## src/rtl/pxu_pkg.sv

```systemverilog
// Package: shared format descriptor and channel widening helpers for the
// pixel unpacker. Assumes 32-bit framebuffer words.
package pxu_pkg;

    localparam int WORD_W = 32;
    localparam int PIX_W  = 24;

    // Pixel interpretation chosen from depth code, variant and selector.
    typedef enum logic [2:0] {
        FMT_INDEX    = 3'd0,
        FMT_ARGB1555 = 3'd1,
        FMT_RGB565   = 3'd2,
        FMT_RGB444   = 3'd3,
        FMT_RGB888   = 3'd4
    } fmt_kind_e;

    typedef struct packed {
        fmt_kind_e  kind;
        logic [2:0] lbits;    // log2 of container width in bits
        logic       swap_rb;  // exchange red and blue on output
    } fmt_t;

    function automatic logic [7:0] widen5(input logic [4:0] v);
        return {v, 3'b000};
    endfunction

    function automatic logic [7:0] widen6(input logic [5:0] v);
        return {v, 2'b00};
    endfunction

    function automatic logic [7:0] widen4(input logic [3:0] v);
        return {v, 4'b0000};
    endfunction

endpackage

```

## src/rtl/pxu_fmt_resolve.sv

```systemverilog
// Module: pxu_fmt_resolve
// Maps depth code, variant strap, 16-bit selector and BGR bit to a format
// descriptor. Purely combinational; inputs are assumed static while streaming.
module pxu_fmt_resolve
    import pxu_pkg::*;
(
    input  logic [2:0] depth_code,
    input  logic       ext_variant,
    input  logic [1:0] sel16,
    input  logic       bgr,
    output fmt_t       fmt
);

    // Decode the descriptor for the current configuration.
    always_comb begin
        fmt.kind    = FMT_INDEX;
        fmt.lbits   = 3'd0;
        fmt.swap_rb = 1'b0;
        case (depth_code)
            3'd0, 3'd1, 3'd2, 3'd3: begin
                fmt.lbits = depth_code;
            end
            3'd5: begin
                fmt.kind    = FMT_RGB888;
                fmt.lbits   = 3'd5;
                fmt.swap_rb = bgr;
            end
            default: begin
                fmt.lbits = 3'd4;
                if (!ext_variant) begin
                    case (sel16)
                        2'd1: begin
                            fmt.kind    = FMT_ARGB1555;
                            fmt.swap_rb = bgr;
                        end
                        2'd3: begin
                            fmt.kind    = FMT_RGB565;
                            fmt.swap_rb = 1'b1;
                        end
                        default: begin
                            fmt.kind    = FMT_RGB565;
                            fmt.swap_rb = bgr;
                        end
                    endcase
                end else begin
                    fmt.swap_rb = bgr;
                    case (depth_code)
                        3'd4:    fmt.kind = FMT_ARGB1555;
                        3'd6:    fmt.kind = FMT_RGB565;
                        default: fmt.kind = FMT_RGB444;
                    endcase
                end
            end
        endcase
    end

endmodule

```

## src/rtl/pxu_line_bytes.sv

```systemverilog
// Module: pxu_line_bytes
// Computes the byte length of one line from the pixel count and the
// container width. Sub-byte depths round down.
module pxu_line_bytes #(
    parameter int WIDTH_W = 12
) (
    input  logic [WIDTH_W-1:0] line_width,
    input  logic [2:0]         lbits,
    output logic [WIDTH_W+1:0] line_bytes
);

    localparam int OUT_W = WIDTH_W + 2;

    logic [OUT_W-1:0] wide;

    // Scale the width by container bits over eight.
    always_comb begin
        wide = {2'b00, line_width};
        if (lbits >= 3'd3)
            line_bytes = wide << (lbits - 3'd3);
        else
            line_bytes = wide >> (3'd3 - lbits);
    end

endmodule

```

## src/rtl/pxu_slot_pick.sv

```systemverilog
// Module: pxu_slot_pick
// Selects the container of pixel number pix_idx from a word, applying the
// byte-order and pixel-order options. Assumes pix_idx below the pixels per word.
module pxu_slot_pick
    import pxu_pkg::*;
(
    input  logic [WORD_W-1:0] word,
    input  logic [4:0]        pix_idx,
    input  logic [2:0]        lbits,
    input  logic              be_bytes,
    input  logic              be_pixels,
    output logic [WORD_W-1:0] raw
);

    logic [5:0]        per_word;
    logic [3:0]        per_byte;
    logic [4:0]        word_flip;
    logic [4:0]        byte_flip;
    logic [4:0]        slot;
    logic [4:0]        shamt;
    logic [WORD_W-1:0] shifted;
    logic [WORD_W-1:0] cand [8];

    // Turn the pixel index into a container slot via index reflection.
    always_comb begin
        per_word  = 6'd32 >> lbits;
        per_byte  = 4'd8 >> lbits;
        word_flip = 5'(per_word - 6'd1);
        byte_flip = (lbits < 3'd3) ? {2'b00, 3'(per_byte - 4'd1)} : 5'd0;
        if (be_bytes)
            slot = pix_idx ^ word_flip;
        else if (be_pixels)
            slot = pix_idx ^ byte_flip;
        else
            slot = pix_idx;
        shamt   = 5'(slot << lbits);
        shifted = word >> shamt;
    end

    // One masked candidate per container width.
    for (genvar g = 0; g < 8; g++) begin : g_mask
        if (g == 5) begin : g_full
            assign cand[g] = shifted;
        end else if (g < 5) begin : g_part
            localparam int CW = 1 << g;
            assign cand[g] = {{(WORD_W-CW){1'b0}}, shifted[CW-1:0]};
        end else begin : g_none
            assign cand[g] = '0;
        end
    end

    // Pick the candidate for the active width.
    always_comb raw = cand[lbits];

endmodule

```

## src/rtl/pxu_color_map.sv

```systemverilog
// Module: pxu_color_map
// Interprets a raw container as index or colour and packs it with red in
// the low byte, applying the red/blue swap for direct colours.
module pxu_color_map
    import pxu_pkg::*;
(
    input  fmt_t              fmt,
    input  logic [WORD_W-1:0] raw,
    output logic [PIX_W-1:0]  pix,
    output logic              is_index
);

    logic [7:0] red, grn, blu;

    // Split fields and widen each channel to eight bits.
    always_comb begin
        red      = 8'h00;
        grn      = 8'h00;
        blu      = 8'h00;
        is_index = 1'b0;
        case (fmt.kind)
            FMT_ARGB1555: begin
                red = widen5(raw[4:0]);
                grn = widen5(raw[9:5]);
                blu = widen5(raw[14:10]);
            end
            FMT_RGB565: begin
                red = widen5(raw[4:0]);
                grn = widen6(raw[10:5]);
                blu = widen5(raw[15:11]);
            end
            FMT_RGB444: begin
                red = widen4(raw[3:0]);
                grn = widen4(raw[7:4]);
                blu = widen4(raw[11:8]);
            end
            FMT_RGB888: begin
                red = raw[7:0];
                grn = raw[15:8];
                blu = raw[23:16];
            end
            default: is_index = 1'b1;
        endcase
    end

    // Pack the output word.
    always_comb begin
        if (is_index)
            pix = {16'h0000, raw[7:0]};
        else if (fmt.swap_rb)
            pix = {red, grn, blu};
        else
            pix = {blu, grn, red};
    end

endmodule

```

## src/rtl/pxu_unpacker.sv

```systemverilog
// Module: pxu_unpacker (top)
// Holds one framebuffer word and emits its pixels one per accepted output
// cycle, ending words early at line end. Refills in the same cycle the last
// pixel leaves. Configuration and line_width must only change while idle.
module pxu_unpacker
    import pxu_pkg::*;
#(
    parameter int WIDTH_W = 12
) (
    input  logic               clk,
    input  logic               rst_n,
    input  logic [2:0]         depth_code,
    input  logic               be_bytes,
    input  logic               be_pixels,
    input  logic               bgr,
    input  logic               ext_variant,
    input  logic [1:0]         sel16,
    input  logic [WIDTH_W-1:0] line_width,
    output logic [WIDTH_W+1:0] line_bytes,
    input  logic               in_valid,
    output logic               in_ready,
    input  logic [31:0]        in_data,
    output logic               out_valid,
    input  logic               out_ready,
    output logic [23:0]        out_pix,
    output logic               out_is_index,
    output logic               out_eol
);

    fmt_t               fmt;
    logic [WORD_W-1:0]  word_q;
    logic               held_q;
    logic [4:0]         widx_q;
    logic [WIDTH_W-1:0] lidx_q;
    logic [WORD_W-1:0]  raw;
    logic [5:0]         per_word;
    logic               fire;
    logic               line_end;
    logic               word_end;
    logic               drop_word;

    pxu_fmt_resolve u_fmt (
        .depth_code  (depth_code),
        .ext_variant (ext_variant),
        .sel16       (sel16),
        .bgr         (bgr),
        .fmt         (fmt)
    );

    pxu_line_bytes #(.WIDTH_W(WIDTH_W)) u_bytes (
        .line_width (line_width),
        .lbits      (fmt.lbits),
        .line_bytes (line_bytes)
    );

    pxu_slot_pick u_pick (
        .word      (word_q),
        .pix_idx   (widx_q),
        .lbits     (fmt.lbits),
        .be_bytes  (be_bytes),
        .be_pixels (be_pixels),
        .raw       (raw)
    );

    pxu_color_map u_map (
        .fmt      (fmt),
        .raw      (raw),
        .pix      (out_pix),
        .is_index (out_is_index)
    );

    // Handshake and position decode for the held word.
    always_comb begin
        per_word  = 6'd32 >> fmt.lbits;
        fire      = held_q && out_ready;
        line_end  = (lidx_q == WIDTH_W'(line_width - 1'b1));
        word_end  = ({1'b0, widx_q} == (per_word - 6'd1));
        drop_word = fire && (line_end || word_end);
        in_ready  = !held_q || drop_word;
        out_valid = held_q;
        out_eol   = line_end;
    end

    // Word register, pixel-in-word and pixel-in-line counters.
    always_ff @(posedge clk) begin
        if (!rst_n) begin
            word_q <= '0;
            held_q <= 1'b0;
            widx_q <= '0;
            lidx_q <= '0;
        end else begin
            if (fire) begin
                widx_q <= drop_word ? 5'd0 : widx_q + 5'd1;
                lidx_q <= line_end ? '0 : lidx_q + 1'b1;
            end
            if (in_valid && in_ready) begin
                word_q <= in_data;
                held_q <= 1'b1;
            end else if (drop_word) begin
                held_q <= 1'b0;
            end
        end
    end

    // Independent count of pixels since the last line end, for checking.
    logic [WIDTH_W-1:0] chk_cnt;
    always_ff @(posedge clk) begin
        if (!rst_n)
            chk_cnt <= '0;
        else if (fire)
            chk_cnt <= out_eol ? '0 : chk_cnt + 1'b1;
    end

    assert_stall_hold_R9: assert property (@(posedge clk) disable iff (!rst_n)
        (out_valid && !out_ready) |=> (out_valid && $stable(out_pix) &&
                                       $stable(out_eol) && $stable(out_is_index)));

    assert_accept_shows_R9: assert property (@(posedge clk) disable iff (!rst_n)
        (in_valid && in_ready) |=> out_valid);

    assert_eol_count_R8: assert property (@(posedge clk) disable iff (!rst_n)
        (fire && out_eol) |-> (chk_cnt == WIDTH_W'(line_width - 1'b1)));

    assert_index_clean_R1: assert property (@(posedge clk) disable iff (!rst_n)
        (out_valid && out_is_index) |-> (out_pix[23:8] == 16'h0000));

    assert_zero_fill_R5: assert property (@(posedge clk) disable iff (!rst_n)
        (out_valid && !out_is_index && fmt.kind != FMT_RGB888)
            |-> (out_pix[2:0] == 3'b000 && out_pix[18:16] == 3'b000));

endmodule

```

## config.mk

```make
export PLATFORM = sky130hd
export DESIGN_NAME = pxu_unpacker
export DESIGN_NICKNAME = d
export VERILOG_FILES = /design/src/rtl/pxu_pkg.sv /design/src/rtl/pxu_fmt_resolve.sv /design/src/rtl/pxu_line_bytes.sv /design/src/rtl/pxu_slot_pick.sv /design/src/rtl/pxu_color_map.sv /design/src/rtl/pxu_unpacker.sv
export SDC_FILE = /design/constraint.sdc
export NUM_CORES = 1
export LEC_CHECK = 0
export BUFFER_PORTS_ARGS = -buffer_cell sky130_fd_sc_hd__buf_2
export CAP_MARGIN = 25
export CORE_AREA = 2 2 157 82
export CTS_CLUSTER_SIZE = 8
export DETAILED_ROUTE_END_ITERATION = 6
export DIE_AREA = 0 0 159 84
export GPL_TIMING_DRIVEN = 0
export PLACE_DENSITY = 0.85
export SYNTH_ARGS = -nofsm -noshare
export SYNTH_HDL_FRONTEND = slang
export SYNTH_HIERARCHICAL = 1
export SYNTH_SLANG_ARGS = --single-unit
export TNS_END_PERCENT = 50
```

## constraint.sdc

```tcl
create_clock -name clk -period 12 [get_ports clk]
set_input_delay 3 -clock clk [delete_from_list [all_inputs] [get_ports clk]]
set_output_delay 3 -clock clk [all_outputs]
set_load 0.02 [all_outputs]
```

# Yosys cells after proc, flatten, opt, wreduce, memory -nomap -nowiden
# Cells that the tools add are included.
word_totals:
  register_bits: 50
  inputBits: 57
  out_inout_bits: 42
  wordCells: 73
op_classes:
  shifts: 6
  reduce_logical: 11
  muxes: 25
  n_eq_ne: 14
  bitwise: 3
  order_cmp: 3
  n_addsub: 7
op_table:
  columns: ["op", "count"]
  rows:
  - ["$bmux 32 s3", 1]
  - ["$mux 24", 4]
  - ["$pmux 8 s4", 2]
  - ["$shr 32x5->32", 1]
  - ["$pmux 8 s3", 1]
  - ["$mux 5", 3]
  - ["$mux 14", 1]
  - ["$shl 12x3->14", 1]
  - ["$shr 12x3->14", 1]
  - ["$add 12x1->12 const B", 1]
  - ["$eq 12x12->1", 1]
  - ["$eq 3x2->1 const B", 4]
  - ["$eq 3x3->1 const B", 4]
  - ["$mux 12", 1]
  - ["$pmux 3 s2", 2]
  - ["$sub 12x1->12 const B", 1]
  - ["$xor 5x5->5", 2]
  - ["$reduce_or 4->1", 2]
  - ["$eq 3x1->1 const B", 2]
  - ["$eq 5x6->1", 1]
  - ["$shr 6x3->6 const A", 1]
  - ["$sub 6x1->6 const B", 1]
  - ["$add 5x1->5 const B", 1]
  - ["$mux 1", 5]
  - ["21 further kinds", 25]

# Logic depth before layout (Yosys ltp)
depth:
  depth_word: 17
  ltp_mapped: 21
  depth_no_buf: 17

# Modules after synthesis
# The synthesis kept the hierarchy.
by_module_without_submodules:
  columns: ["module", "cells_per_inst", "seq_area_each_um2", "area_each_um2", "n_inst"]
  rows:
  - ["pxu_unpacker", 314, 1001.0, 2750.1, 1]
  - ["pxu_slot_pick", 257, 0.0, 1874.3, 1]
  - ["pxu_color_map", 124, 0.0, 920.9, 1]
  - ["pxu_line_bytes", 120, 0.0, 839.6, 1]
  - ["pxu_fmt_resolve", 17, 0.0, 101.3, 1]

# Worst setup path before layout
# No wires, ideal clock.
synth_timing:
  path_kind: "input -> output"
  start: "in depth_code[1]"
  end: "out out_pix[21]"
  path_buffers: 3
  required_time_ps: 9000
  arrival_time_ps: 7762
  slack_ps: 1238
  cell_stages: 18
  cell_sequence: "nor2b_1 clkbuf_1 clkbuf_1 nand3b_1 ha_1 or4b_4 o2111ai_1 o311ai_2 nor3b_2 or2_0 buf_6 mux2_2 mux2_2 o211ai_1 mux2i_1 a211oi_1 a21oi_1 mux2i_1"
synth_between:
  elab_chain_cells: 17
  elab_cells_between_ends: 39
  cone_classes: "2 x add/sub; 1 x order compare; 10 x eq/ne; 4 x shift; 15 x mux; 3 x bitwise; 4 x reduce/logical"
synth_lines:
  columns: ["item", "line", "text"]
  rows:
  - ["from (decl)", "pxu_unpacker.sv:12", "input logic [2:0] depth_code,"]
  - ["$eq 3x1->1 (tied with other cells)", "pxu_fmt_resolve.sv:19", "case (depth_code)"]
  - ["$reduce_or 4->1", "pxu_fmt_resolve.sv:19", null]
  - ["$pmux 3 s2 *", "pxu_fmt_resolve.sv:19", null]
  - ["$shr 4x3->3", "pxu_slot_pick.sv:27", "per_byte = 4'd8 >> lbits;"]
  - ["$sub 3x1->3", "pxu_slot_pick.sv:29", "byte_flip = (lbits < 3'd3) ? {2'b00, 3'(per_byte - 4'd1)} : 5'd0;"]
  - ["$mux 3", "pxu_slot_pick.sv:29", null]
  - ["$xor 5x5->5", "pxu_slot_pick.sv:33", "slot = pix_idx ^ byte_flip;"]
  - ["$mux 5", "pxu_slot_pick.sv:32", "else if (be_pixels)"]
  - ["$mux 5", "pxu_slot_pick.sv:30", "if (be_bytes)"]
  - ["$shl 5x3->5", "pxu_slot_pick.sv:36", "shamt = 5'(slot << lbits);"]
  - ["$shr 32x5->32", "pxu_slot_pick.sv:37", "shifted = word >> shamt;"]
  - ["$bmux 32 s3 *", "pxu_slot_pick.sv:53", "always_comb raw = cand[lbits];"]
  - ["$mux 24 (implied by the code) * (2 in series)", "pxu_slot_pick.sv:53", null]
  - ["named net raw[1]", "pxu_unpacker.sv:35", "logic [WORD_W-1:0] raw;"]
  - ["$pmux 8 s3 *", "pxu_color_map.sv:21", "case (fmt.kind)"]
  - ["$mux 24 *", "pxu_color_map.sv:50", "else if (fmt.swap_rb)"]
  - ["$mux 24 *", "pxu_color_map.sv:48", "if (is_index)"]
  - ["to (decl)", "pxu_unpacker.sv:25", "output logic [23:0] out_pix,"]
# The timed path passes the listed nets; every way through them passes the cells marked *. The select of a mux whose other input is x is not followed.

==> flow_summary_export.csv <==
group,metric,value,unit
timing,setup_viol,0,
layout,layout.nets,997,
hold_path,min_path_type,"flop to flop",
layout,final_area,0.00733,sq mm
grt,grt_use_total,0.288,
setup_path,cp.arrival,8.61,ns
floorplanning,rows,29,
clocking,clk_pin_slew,0.07,ns
grt,antenna_found_initial,0,
setup_path,worstSetupPathType,"input port to primary output",
synthesis,syn_inst,824,
setup_path,worstPathMaxFanout,10,
timing,maxSlewHeadroom,0.451,
floorplanning,core_area,0.0122,sq mm
floorplanning,ios,99,
status,outcome,"finished clean",
route,num_vias,6774,
setup_path,endpoint_kind,"primary output",
power_and_ir_drop,ir_drop,0.0544,mV
power_and_ir_drop,p_per_area,81.2,mW/mm^2
floorplanning,fp.dieW,159,microns
layout,antenna_cells,0,
route,vias_per_cell,6.16,
grt,grt_max_degree,17,
timing,rsz0062_at_grt,"no",
layout,syn_to_final_growth,13.6,%
timing,hold_violations,0,
route,routed_wire_length_per_instance,17.9,microns
layout,multi_input_area,0.00500,sq mm
layout,drive_gt1_frac,0.228,
layout,register_area,0.00100,sq mm
clocking,cts.htree.levels,2,
setup_path,critical_path_required,9.00,ns
clocking,cts.sinks,50,
route,drt_first_iter_violations,783,
timing,min_period,11.61,ns
synthesis,syn_nets,891,
layout,fillers,1121,
timing,tightest_slew,0.823,ns
synthesis,syn-cell-area,0.00645,sq mm
grt,grt_pass1_vias,6250,
clocking,cts-hold-fix-buffers,0,
clocking,cts_made_buffers,5,
placed_design,place_congestion,1.03,
setup_path,cp-start-kind,"input port",
timing,max_freq,0.0862,GHz
grt,grt_overflow_total,0,
synthesis,ys_warn_count,6,
clocking,worst_skew_pair.late_latency,0.29,ns
synthesis,avgSynthCellArea,7.83,sq um
route,drt_wl_total,19700,microns
clocking,cts_tree,"yes",
clocking,cts_root_buffer,"clkbuf_16",
floorplanning,fp.dieH,84,microns
route,remaining_drc_errors,0,
grt,grt_first_pass_wirelength,31900,microns
floorplanning,initial_core_util,0.529,
timing,finalMaxSlewViolations,0,
timing,fin_tns_setup,0,ns
timing,fin_crit_sh,0.967,
clocking,clk_path_buf_depth,2,
route,drtPass1Iterations,7,
job,cap_viol_max_count,0,
power_and_ir_drop,p_leak,3.32,nW
placed_design,portBuffers,97,
route,antenna_left,0,
floorplanning,die_area,0.0134,sq mm
layout,utilization,0.601,
placed_design,dp_hpwl,15700,microns
power_and_ir_drop,power.total,595,uW
placed_design,placed_area,0.00715,sq mm
timing,clock_skew,0.00617,ns
[cells in the final DEF (no fill, tap or decap), drive strengths merged, types with 8 or more instances in the layout]
master / instances
nand2: 135
buf: 132
mux2i: 128
nor2: 52
dfxtp: 50
a21oi: 30
clkbuf: 30
o21ai: 29
inv: 25
mux2: 24
xnor2: 20
xor2: 18
and3: 17
nand2b: 16
a211oi: 16
nor2b: 15
nand3: 15
nor3: 14
ha: 10
a21boi: 9
nand3b: 8
a22oi: 8
a31oi: 8
and2: 8
[flip-flops by register name, indices dropped and copies added (netlist names)]
| register | flops |
|---|---|
| widx_q | 5 |
| lidx_q | 12 |
| out_valid | 1 |
| word_q | 32 |
[final cells by class]
type,instances,area share
multi-input combinational,689,0.683
buffer,59,0.0511
sequential,50,0.137
inverter,26,0.0133
tap,170,0.0290
clock inverter,2,0.00205
timing repair buffer,99,0.0683
clock buffer,5,0.0171
[worst max-delay path, stage by stage]
cell      delay, ns
buf_2          0.13
nor2b_2        0.41
clkbuf_1       0.31
clkbuf_1       0.38
nand3b_1       0.27
ha_1           0.38
or4b_4         0.51
and3_1         0.20
a311o_1        0.35
clkbuf_2       0.24
buf_2          0.29
mux2i_1        0.30
mux2i_1        0.12
mux2_2         0.30
o22ai_2        0.39
mux2i_1        0.13
a211oi_1       0.47
a211oi_1       0.10
o21ai_1        0.15
buf_2          0.18
[worst paths after layout]
path	startpoint	to	slack, ns	depth (start not counted)
setup / recovery	depth_code[1]	out_pix[5]	0.39	20
hold / removal	word_q[0]	word_q[0]	0.47	2
setup reg to reg	lidx_q[10]	word_q[20]	9.76	8
hold reg to reg	word_q[0]	word_q[0]	0.47	2
[power by group]
part	internal, mW	total (mW)	switching, mW
Sequential	0.174	0.182	0.00780
Clock	0.0761	0.137	0.0612
Combinational	0.108	0.277	0.168
Total	0.358	0.595	0.237
[what timing repair did]
| action | in CTS | in global routing |
|---|---|---|
| pin swaps | 0 | 1 |
| setup buffers | 0 | 2 |
| gates resized for setup | 1 | 8 |
| endpoints found under the setup margin | 2 | 11 |
| cloned | 0 | 0 |
[per-layer routing]
metal | track usage | vias to the layer above | part of all wire
met5 | 0 | - | 0
met4 | 0.0331 | 0 | 0.0057
met3 | 0.106 | 23 | 0.13
met2 | 0.382 | 335 | 0.38
met1 | 0.442 | 3227 | 0.48
li1 | - | 3189 | -
[through the flow]
stage	instances	hold WS, ns	worst slack [ns]
2_1_floorplan	824	0.435	1.24
3_3_place_gp	1091	0.458	0.102
3_5_place_dp	1091	0.455	-0.0346
4_1_cts	1098	0.466	0.171
5_1_grt	1100	0.494	0.0419
6_report	1100	0.468	0.394
(Power assumes the default switching activity.)
